$ cat config.mk
export PLATFORM = sky130hd
export DESIGN_NAME = modclk_div
export DESIGN_NICKNAME = d
export VERILOG_FILES = /design/src/rtl/modclk_pkg.sv /design/src/rtl/modclk_cfg_reg.sv /design/src/rtl/modclk_src_sel.sv /design/src/rtl/modclk_divcore.sv /design/src/rtl/modclk_div.sv
export SDC_FILE = /design/constraint.sdc
export NUM_CORES = 1
export LEC_CHECK = 0
export BUFFER_PORTS_ARGS = -buffer_cell sky130_fd_sc_hd__buf_4
export CAP_MARGIN = 20
export CORE_ASPECT_RATIO = 0.8
export CORE_MARGIN = 2
export CORE_UTILIZATION = 53
export DETAILED_ROUTE_END_ITERATION = 8
export MAX_ROUTING_LAYER = met4
export PLACE_DENSITY = 0.8
export SYNTH_ARGS = -nofsm -noshare
export SYNTH_HDL_FRONTEND = slang
export SYNTH_HIERARCHICAL = 1
export SYNTH_SLANG_ARGS = --single-unit
export TNS_END_PERCENT = 30
$ cat constraint.sdc
create_clock -name clk -period 4.6 [get_ports clk]
set_input_delay 0.23 -clock clk [delete_from_list [all_inputs] [get_ports clk]]
set_output_delay 0.23 -clock clk [all_outputs]
set_load 0.005 [all_outputs]
$ cat src/rtl/modclk_pkg.sv
package modclk_pkg;

    // Control word field placement
    localparam int EN_BIT    = 31;
    localparam int SEL_LSB   = 24;
    localparam int SEL_MAX_W = 4;
    localparam int P_LSB     = 16;
    localparam int P_W       = 2;
    localparam int M_LSB     = 0;
    localparam int M_W       = 4;

    // Pre-scale counter width: largest exponent is 2^P_W - 1
    localparam int PC_W      = (1 << P_W) - 1;
    // Wide enough to hold the largest total ratio (2^PC_W * 2^M_W) plus one
    localparam int RATIO_W   = M_W + PC_W + 1;

    typedef enum logic {
        ST_IDLE = 1'b0,
        ST_RUN  = 1'b1
    } run_st_e;

    typedef struct packed {
        logic                 en;
        logic [SEL_MAX_W-1:0] sel;
        logic [P_W-1:0]       p;
        logic [M_W-1:0]       m;
    } mc_cfg_t;

    // Total division ratio in reference ticks
    function automatic logic [RATIO_W-1:0] ratio_of(input logic [P_W-1:0] p,
                                                     input logic [M_W-1:0] m);
        logic [RATIO_W-1:0] r;
        r = RATIO_W'(m) + RATIO_W'(1);
        return r << p;
    endfunction

    // Length of the high phase: half the ratio, rounded up
    function automatic logic [RATIO_W-1:0] high_len_of(input logic [RATIO_W-1:0] r);
        return (r + RATIO_W'(1)) >> 1;
    endfunction

endpackage

$ cat src/rtl/modclk_cfg_reg.sv
module modclk_cfg_reg
    import modclk_pkg::*;
#(
    parameter int SEL_W = 2
) (
    input  logic        clk,
    input  logic        rst,
    input  logic        wr_en,
    input  logic [31:0] wr_data,
    output logic [31:0] rd_data,
    output mc_cfg_t     cfg
);

    localparam logic [31:0] FIELD_MASK =
          (32'h1 << EN_BIT)
        | (((32'h1 << SEL_W) - 32'h1) << SEL_LSB)
        | (((32'h1 << P_W)   - 32'h1) << P_LSB)
        | (((32'h1 << M_W)   - 32'h1) << M_LSB);

    mc_cfg_t cfg_q;

    always_ff @(posedge clk) begin
        if (rst) begin
            cfg_q <= '0;
        end else if (wr_en) begin
            cfg_q.en  <= wr_data[EN_BIT];
            cfg_q.sel <= SEL_MAX_W'(wr_data[SEL_LSB +: SEL_W]);
            cfg_q.p   <= wr_data[P_LSB +: P_W];
            cfg_q.m   <= wr_data[M_LSB +: M_W];
        end
    end

    always_comb begin
        rd_data                   = '0;
        rd_data[EN_BIT]           = cfg_q.en;
        rd_data[SEL_LSB +: SEL_W] = cfg_q.sel[SEL_W-1:0];
        rd_data[P_LSB +: P_W]     = cfg_q.p;
        rd_data[M_LSB +: M_W]     = cfg_q.m;
    end

    assign cfg = cfg_q;

    // written fields come back, unassigned bits read zero
    p_write_readback_r2: assert property (@(posedge clk) disable iff (rst)
        wr_en |=> (rd_data == ($past(wr_data) & FIELD_MASK)));

    // without a write the word holds
    p_hold_no_write_r2: assert property (@(posedge clk) disable iff (rst)
        !wr_en |=> $stable(rd_data));

endmodule

$ cat src/rtl/modclk_src_sel.sv
module modclk_src_sel
    import modclk_pkg::*;
#(
    parameter int NUM_SRC = 4
) (
    input  logic [NUM_SRC-1:0]   ticks,
    input  logic [SEL_MAX_W-1:0] sel,
    output logic                 tick
);

    logic [NUM_SRC-1:0] hit;

    // An AND-OR tree; an index beyond the source count selects nothing
    for (genvar i = 0; i < NUM_SRC; i++) begin : g_src
        assign hit[i] = ticks[i] && (sel == SEL_MAX_W'(i));
    end

    assign tick = |hit;

endmodule

$ cat src/rtl/modclk_divcore.sv
module modclk_divcore
    import modclk_pkg::*;
(
    input  logic                 clk,
    input  logic                 rst,
    input  mc_cfg_t              cfg,
    input  logic                 tick,
    output logic [SEL_MAX_W-1:0] sel_use,
    output logic                 clk_out,
    output logic                 rise_stb
);

    run_st_e              st_q;
    logic [SEL_MAX_W-1:0] act_sel;
    logic [P_W-1:0]       act_p;
    logic [M_W-1:0]       act_m;
    logic [PC_W-1:0]      pc_q;
    logic [M_W-1:0]       mc_q;
    logic                 out_q;
    logic                 stb_q;

    logic [PC_W:0]        pc_max;
    logic                 pc_last;
    logic                 mc_last;
    logic                 wrap;
    logic [RATIO_W-1:0]   ratio;
    logic [RATIO_W-1:0]   hi_len;
    logic [RATIO_W-1:0]   pos;
    logic [RATIO_W-1:0]   pos_nx;
    logic                 stop_now;

    always_comb begin
        pc_max   = ((PC_W+1)'(1) << act_p) - (PC_W+1)'(1);
        pc_last  = ({1'b0, pc_q} == pc_max);
        mc_last  = (mc_q == act_m);
        wrap     = pc_last && mc_last;
        ratio    = ratio_of(act_p, act_m);
        hi_len   = high_len_of(ratio);
        pos      = (RATIO_W'(mc_q) << act_p) | RATIO_W'(pc_q);
        pos_nx   = pos + RATIO_W'(1);
        stop_now = !cfg.en && (!out_q || (tick && (pos_nx >= hi_len)));
        sel_use  = (st_q == ST_RUN) ? act_sel : cfg.sel;
    end

    always_ff @(posedge clk) begin
        if (rst) begin
            st_q    <= ST_IDLE;
            act_sel <= '0;
            act_p   <= '0;
            act_m   <= '0;
            pc_q    <= '0;
            mc_q    <= '0;
            out_q   <= 1'b0;
            stb_q   <= 1'b0;
        end else begin
            stb_q <= 1'b0;
            unique case (st_q)
                ST_IDLE: begin
                    if (cfg.en && tick) begin
                        st_q    <= ST_RUN;
                        act_sel <= cfg.sel;
                        act_p   <= cfg.p;
                        act_m   <= cfg.m;
                        pc_q    <= '0;
                        mc_q    <= '0;
                        out_q   <= 1'b1;
                        stb_q   <= 1'b1;
                    end
                end
                ST_RUN: begin
                    if (stop_now) begin
                        st_q  <= ST_IDLE;
                        pc_q  <= '0;
                        mc_q  <= '0;
                        out_q <= 1'b0;
                    end else if (tick) begin
                        if (wrap) begin
                            act_sel <= cfg.sel;
                            act_p   <= cfg.p;
                            act_m   <= cfg.m;
                            pc_q    <= '0;
                            mc_q    <= '0;
                            out_q   <= 1'b1;
                            stb_q   <= 1'b1;
                        end else begin
                            if (pc_last) begin
                                pc_q <= '0;
                                mc_q <= mc_q + M_W'(1);
                            end else begin
                                pc_q <= pc_q + PC_W'(1);
                            end
                            out_q <= (pos_nx < hi_len);
                        end
                    end
                end
            endcase
        end
    end

    assign clk_out  = out_q;
    assign rise_stb = stb_q;

    // a stopped divider drives low
    p_idle_low_r7: assert property (@(posedge clk) disable iff (rst)
        (st_q == ST_IDLE) |-> !out_q);

    // cleared run bit during the low phase stops on the next cycle
    p_stop_in_low_r7: assert property (@(posedge clk) disable iff (rst)
        (st_q == ST_RUN && !cfg.en && !out_q) |=> (st_q == ST_IDLE));

    // the strobe only accompanies a high output
    p_stb_with_high_r8: assert property (@(posedge clk) disable iff (rst)
        stb_q |-> out_q);

    // every rising output edge is flagged
    p_rise_flagged_r8: assert property (@(posedge clk) disable iff (rst)
        $rose(out_q) |-> stb_q);

    // active settings change only together with a period start
    p_cfg_at_boundary_r6: assert property (@(posedge clk) disable iff (rst)
        !stb_q |-> $stable({act_sel, act_p, act_m}));

    // position stays inside the period
    p_pos_in_period_r3: assert property (@(posedge clk) disable iff (rst)
        (st_q == ST_RUN) |-> (pos < ratio));

    // without a selected tick the output level holds and no strobe appears
    p_tick_gates_r5: assert property (@(posedge clk) disable iff (rst)
        !tick |=> ($stable(out_q) && !stb_q));

endmodule

$ cat src/rtl/modclk_div.sv
module modclk_div
    import modclk_pkg::*;
#(
    parameter int SEL_W = 2
) (
    input  logic                  clk,
    input  logic                  rst,
    input  logic                  wr_en,
    input  logic [31:0]           wr_data,
    output logic [31:0]           rd_data,
    input  logic [(1<<SEL_W)-1:0] ref_tick,
    output logic                  clk_out,
    output logic                  rise_stb
);

    localparam int NUM_SRC = 1 << SEL_W;

    mc_cfg_t              cfg;
    logic [SEL_MAX_W-1:0] sel_use;
    logic                 tick;

    modclk_cfg_reg #(
        .SEL_W (SEL_W)
    ) u_cfg (
        .clk     (clk),
        .rst     (rst),
        .wr_en   (wr_en),
        .wr_data (wr_data),
        .rd_data (rd_data),
        .cfg     (cfg)
    );

    modclk_src_sel #(
        .NUM_SRC (NUM_SRC)
    ) u_sel (
        .ticks (ref_tick),
        .sel   (sel_use),
        .tick  (tick)
    );

    modclk_divcore u_core (
        .clk      (clk),
        .rst      (rst),
        .cfg      (cfg),
        .tick     (tick),
        .sel_use  (sel_use),
        .clk_out  (clk_out),
        .rise_stb (rise_stb)
    );

endmodule

# Word level (Yosys, flattened, before mapping)
# Cells that the tools add are included.
dict set report totals {
  reg_bits 29
  latch_bits 0
  ramBits 0
  romBits 0
  in_bits 39
  out_inout_bits 34
  wordCells 92
  n_memories 0
}
dict set report classes {
  add_sub_neg 6
  multipliers 0
  div_mod_pow 0
  order_cmp 2
  n_eq_ne 11
  shifts 3
  mux 40
  n_bitwise 2
  reduce_logical 16
}
# operator n
set op_table {}
lappend op_table {{4-bit two-way mux} 14}
lappend op_table {{4-bit case mux with 2 select lines} 3}
lappend op_table {{8-bit by 1-bit adder with 8-bit output (second input constant)} 2}
lappend op_table {{3-bit two-way mux} 5}
lappend op_table {{1-bit two-way mux} 9}
lappend op_table {{4-bit by 2-bit equality test with 1-bit output (second input constant)} 2}
lappend op_table {{8-bit by 7-bit greater-or-equal comparator with 1-bit output} 1}
lappend op_table {{1-bit logical AND} 8}
lappend op_table {{8-bit by 7-bit < comparator with 1-bit output} 1}
lappend op_table {{2-bit two-way mux} 4}
lappend op_table {{8-bit by 3-bit OR with 8-bit output} 1}
lappend op_table {{4-bit by 2-bit left shift with 8-bit output} 1}
lappend op_table {{8-bit by 2-bit left shift with 8-bit output} 1}
lappend op_table {{1-bit case mux with 2 select lines} 3}
lappend op_table {{3-bit case mux with 2 select lines} 1}
lappend op_table {{4-bit by 1-bit adder with 5-bit output (second input constant)} 1}
lappend op_table {{4-bit by 1-bit adder with 4-bit output (second input constant)} 1}
lappend op_table {{3-bit by 4-bit equality test with 1-bit output} 1}
lappend op_table {{4-bit by 1-bit equality test with 1-bit output (second input constant)} 1}
lappend op_table {{4-bit equality test} 1}
lappend op_table {{4-bit zero test} 1}
lappend op_table {{2-bit by 1-bit inequality test with 1-bit output (second input constant)} 2}
lappend op_table {{2-bit inequality test (second input constant)} 2}
lappend op_table {{4-bit inequality test (second input constant)} 1}
lappend op_table {{other kinds (12)} 13}

# Depth between registers and ports, before layout
dict set report depth {
  ltp_word 9
  depth_mapped 18
  depth_no_buf 16
}

# Hierarchy
# The synthesis kept the hierarchy.
# mod instances cells_per_inst area_per_inst_um2 seq_area_each_um2
set modules_own_cells {}
lappend modules_own_cells {modclk_divcore 1 247 1975.6 400.4}
lappend modules_own_cells {modclk_cfg_reg 1 64 578.1 180.2}
lappend modules_own_cells {modclk_src_sel 1 2 30.0 0.0}

# Least setup slack after synthesis
# OpenSTA, ideal clock, no wires.
dict set report synth_path {
  path_kind {reg-to-reg}
  start {reg u_core.act_p[1]}
  end {reg u_core.act_m[0]}
  setup_ns 0.072
  t_arrival_ns 3.363
  t_required_ns 4.528
  path_slack_ns 1.165
  stages_incl_launch_ff 14
  path_buffers 3
  synth_period_minus_slack_ns 3.435
  path_cell_list {dfxtp_1 clkbuf_1 clkbuf_1 o21bai_1 ha_1 xor2_1 ha_1 a21o_1 a221oi_1 o21ai_0 or3_1 a211oi_2 buf_6 mux2i_1}
}
dict set report synth_between {
  elab_chain_len 9
  word_cells_on_any_way 16
  classes_between {add/sub: 3; order compare: 1; eq/ne: 3; shift: 3; bitwise: 1; reduce/logical: 5}
}
# item line_no
set synth_lines {}
lappend synth_lines {{start, declared} modclk_divcore.sv:15} ;# logic [P_W-1:0] act_p;
lappend synth_lines {{start signal, assigned} modclk_divcore.sv:62} ;# act_p <= cfg.p;
lappend synth_lines {{start signal, assigned} modclk_divcore.sv:79} ;# act_p <= cfg.p;
lappend synth_lines {{4-bit by 2-bit left shift with 8-bit output} modclk_divcore.sv:39} ;# pos = (RATIO_W'(mc_q) << act_p) | RATIO_W'(pc_q);
lappend synth_lines {{8-bit by 3-bit OR with 8-bit output} modclk_divcore.sv:39}
lappend synth_lines {{8-bit by 1-bit adder with 8-bit output} modclk_divcore.sv:40} ;# pos_nx = pos + RATIO_W'(1);
lappend synth_lines {{8-bit by 7-bit greater-or-equal comparator with 1-bit output} modclk_divcore.sv:41} ;# stop_now = !cfg.en && (!out_q || (tick && (pos_nx >= hi_len)));
lappend synth_lines {{1-bit logical AND} modclk_divcore.sv:41}
lappend synth_lines {{1-bit logical OR} modclk_divcore.sv:41}
lappend synth_lines {{1-bit logical AND} modclk_divcore.sv:41}
lappend synth_lines {{2-bit inequality test (no line)} -}
lappend synth_lines {{4-bit AND reduction (no line) (*)} -}
lappend synth_lines {{end signal, assigned} modclk_divcore.sv:63} ;# act_m <= cfg.m;
lappend synth_lines {{end signal, assigned} modclk_divcore.sv:80} ;# act_m <= cfg.m;
lappend synth_lines {{end, declared} modclk_divcore.sv:16} ;# logic [M_W-1:0] act_m;
# Every way passes the cells marked *; elsewhere a longest branch is shown, timed or not.
# A chain may end at the register's enable or synchronous reset.

# Worst setup path in the final report
dict set report layout_path {
  start {reg u_core.act_m[0]}
  end {reg u_core.act_m[3]}
}
dict set report layout_between {
  elab_chain_len 9
  word_cells_on_any_way 12
  classes_between {add/sub: 2; order compare: 1; eq/ne: 3; shift: 1; reduce/logical: 5}
}
# item line_no
set layout_lines {}
lappend layout_lines {{4-bit by 1-bit adder with 5-bit output} modclk_pkg.sv:33} ;# r = RATIO_W'(m) + RATIO_W'(1);
lappend layout_lines {{8-bit by 2-bit left shift with 8-bit output} modclk_pkg.sv:34} ;# return r << p;
lappend layout_lines {{8-bit by 1-bit adder with 8-bit output} modclk_pkg.sv:39} ;# return (r + RATIO_W'(1)) >> 1;
lappend layout_lines {{8-bit by 7-bit greater-or-equal comparator with 1-bit output} modclk_divcore.sv:41}
lappend layout_lines {{1-bit logical AND} modclk_divcore.sv:41}
lappend layout_lines {{1-bit logical OR} modclk_divcore.sv:41}
lappend layout_lines {{1-bit logical AND} modclk_divcore.sv:41}
lappend layout_lines {{2-bit inequality test (no line)} -}
lappend layout_lines {{4-bit AND reduction (no line) (*)} -}
# Marked as above.

==> impl_metrics.json <==
{
  "num_rows": 22,
  "clock-sinks": 29,
  "syn_inst": 313,
  "cp_num_buf_inv": 1,
  "dr.pass1.iters": 4,
  "die_y_um": 66.45,
  "pre_cts_ws_ns": 0.5531,
  "finalSetupTns_ns": 0,
  "max_cap_viol_count": 0,
  "finalMaxSlewViolations": 0,
  "fin_crit_sh_pct": 88.48,
  "worst_pin_slew_ns": 0.9260,
  "async_flop_share_pct": 0,
  "post_cts_buffers": 0,
  "synth_area_mm2": 0.002584,
  "initial_utilization_pct": 55.54,
  "critPathKind": "reg -> reg",
  "fin_nets": 370,
  "worstPathArrival_ns": 4.27,
  "worstSetupStartpointType": "register",
  "crit_required_ns": 4.80,
  "track_usage_pct": 19.93,
  "synth_flop_cell": "dfxtp_1",
  "diodes": 0,
  "skew_ns": 0.006555,
  "first_iter_violations": 146,
  "portBuffers": 26,
  "via_count": 2079,
  "ant_nets": 0,
  "synth_warnings": 6,
  "die-area_mm2": 0.005453,
  "synth_edf_count": 0,
  "hold_violations": 0,
  "ff2ff_setup_slack_ns": 0.53,
  "cts-resized-gates": 0,
  "drc": 0,
  "io_pins": 73,
  "ctsHoldBuffers": 0,
  "synth.avg_cell_area_um2": 8.255,
  "timing.final.ws_setup_ns": 0.5298,
  "endpoint_kind": "register",
  "period_minus_slack_ns": 4.070,
  "crit_chain": "ha_1 > xor2_1 > mux2_2 > mux2_2 > xnor2_1 > ha_1 > and3_1 > a221oi_1 > o21ai_0 > or3_1 > a211oi_2 > buf_4 > mux2i_1",
  "hp-class": "in -> reg",
  "grt_overflow": 0,
  "fmax_mhz": 245.7,
  "slowest_stage": "dfxtp_1",
  "outcome": "completed",
  "worstPathMaxFanout": 10,
  "maxSlewHeadroom_pct": 38.13,
  "cts_tree": "done",
  "finalWirelength_um": 5053,
  "clockBufferDepth": 2,
  "final-setup-viol-count": 0,
  "rsz0062_at_grt": "no",
  "drive_gt1_share_pct": 15.63,
  "cts_buffers": 5,
  "htreeDepth": 2,
  "vdd_drop_max_uv": 199.0,
  "critPathMaxStageDelay_ns": 0.51,
  "grt_max_degree": 41,
  "cp_top_family": "compound AO/OA/AOI/OAI gates",
  "core_mm2": 0.004652,
  "p_leak_uw": 0.001137,
  "hpwl_um": 3788,
  "die_x_um": 82.06,
  "layout_common_cells": "29 x buf_4, 29 x dfxtp_1, 25 x conb_1, 23 x nand2b_1",
  "place_congestion": 0.9053,
  "seq_area_frac_synth_pct": 22.47,
  "p_per_area_mw_per_mm2": 199.6,
  "syn2layout_area_growth_pct": 4.213,
  "grt_pass1_vias": 1825,
  "wire_per_inst_um": 13.30,
  "vias_per_cell": 5.471,
  "synth-seq-cells": 29,
  "grt_antenna_before_repair": 0,
  "grt_pass1_wl_um": 8328,
  "clockRootBuffer": "clkbuf_8",
  "clk_pin_slew_ns": 0.06,
  "synth.distinct_cells": 55,
  "clock_latency_ns": 0.27
}
## report_power, final
part	total (µW)	switching (µW)	internal, µW
sequential	266	8.47	258
clock	194	89.7	104
combinational	76.9	38.6	38.3
total	537	137	401
## path summary, 6_finish.rpt
kind	end	startpoint	cells after the start
min reg2reg	u_core/act_sel[0]	u_core/act_sel[0]	2
min	u_cfg/cfg[7]	wr_data[25]	3
max	u_core/act_m[3]	u_core/act_m[0]	13
max reg2reg	u_core/act_m[3]	u_core/act_m[0]	13
## layer usage
layer	wire length [µm]	track usage, %	vias up
li1	-	-	1057
met1	2480	28.54	982
met2	2330	29.17	38
met3	219	3.252	2
met4	23	5.208	0
met5	0	-	-
## kinds of logic (layout without fill, tap and decap cells)
| logic type | after synthesis | in the layout | synth area share [%] |
|---|---|---|---|
| AO/OA/AOI/OAI | 57 | 57 | 16.27 |
| AND/OR/NAND/NOR | 108 | 108 | 21.84 |
| flip-flops | 29 | 29 | 22.47 |
| multiplexers | 32 | 32 | 14.04 |
| adder cells (fa/ha/maj) | 12 | 12 | 5.811 |
| XOR/XNOR | 14 | 14 | 4.745 |
| buffers and inverters | 60 | 43 | 14.67 |
| other | 1 | 25 | 0.1451 |
## worst min-delay path, cell delays in order
cell     delay (ns)
buf_4          0.08
mux2i_1        0.05
nor2_1         0.07
## area by class of cell
cell class,count,area (µm²)
clock buffers,6,72.57
repair buffers,29,217.7
flip-flops and latches,29,580.6
multi-input cells,248,1714
well taps,60,75.07
inverters,6,22.52
clock inverters,2,10.01
fillers,418,1959
## per-stage QoR
stage | instance area [µm²] | hold WS (ns) | util [%] | power [µW] | instances
after floorplan | 2674 | 0.3772 | - | 342.6 | 337
after global placement | 2610 | 0.4539 | 56.11 | 346.7 | 372
after detailed placement | 2610 | 0.4708 | 56.11 | 348.4 | 372
after CTS | 2693 | 0.1900 | 57.88 | 540.8 | 380
after global routing | 2693 | 0.1834 | 57.88 | 566.9 | 380
final | 2693 | 0.1935 | 57.88 | 537.4 | 380
## registers in the layout, indices dropped and copies added, names as in the netlist
name and cells:
u_cfg/cfg 9, u_core/act_m 4, u_core/act_sel 4, u_core/mc_q 4, u_core/pc_q 3, u_core/act_p 2, u_core/clk_out 1, u_core/rise_stb 1
u_core/st_q 1
## synth_stat cells, drive strengths merged, types with 2 or more instances
| library cell | instances | share of area [%] |
|---|---|---|
| mux2i | 22 | 8.5 |
| or3 | 2 | 0.48 |
| a21oi | 8 | 1.5 |
| dfxtp | 29 | 22 |
| mux4 | 2 | 1.9 |
| nor2b | 7 | 1.7 |
| inv | 5 | 0.73 |
| a221oi | 3 | 1.0 |
| and2 | 3 | 0.73 |
| a221o | 2 | 0.77 |
| clkbuf | 15 | 2.2 |
| nor3 | 7 | 1.4 |
| buf | 39 | 12 |
| xor2 | 10 | 3.4 |
| nor2 | 22 | 3.2 |
| nand4 | 2 | 0.48 |
| a31oi | 2 | 0.48 |
| ha | 12 | 5.8 |
| nand2b | 23 | 5.6 |
| nand3 | 9 | 1.7 |
| mux2 | 8 | 3.6 |
| a21o | 3 | 0.87 |
| a22oi | 2 | 0.58 |
| nand2 | 20 | 2.9 |
| nand4b | 3 | 1.0 |
| o21ai | 12 | 2.3 |
| xnor2 | 4 | 1.4 |
| nor3b | 3 | 0.87 |
| o2111ai | 2 | 0.68 |
| a21boi | 4 | 1.2 |
| o211ai | 7 | 2.0 |
| and3 | 4 | 0.97 |
Power figures use the tool's default switching activity.
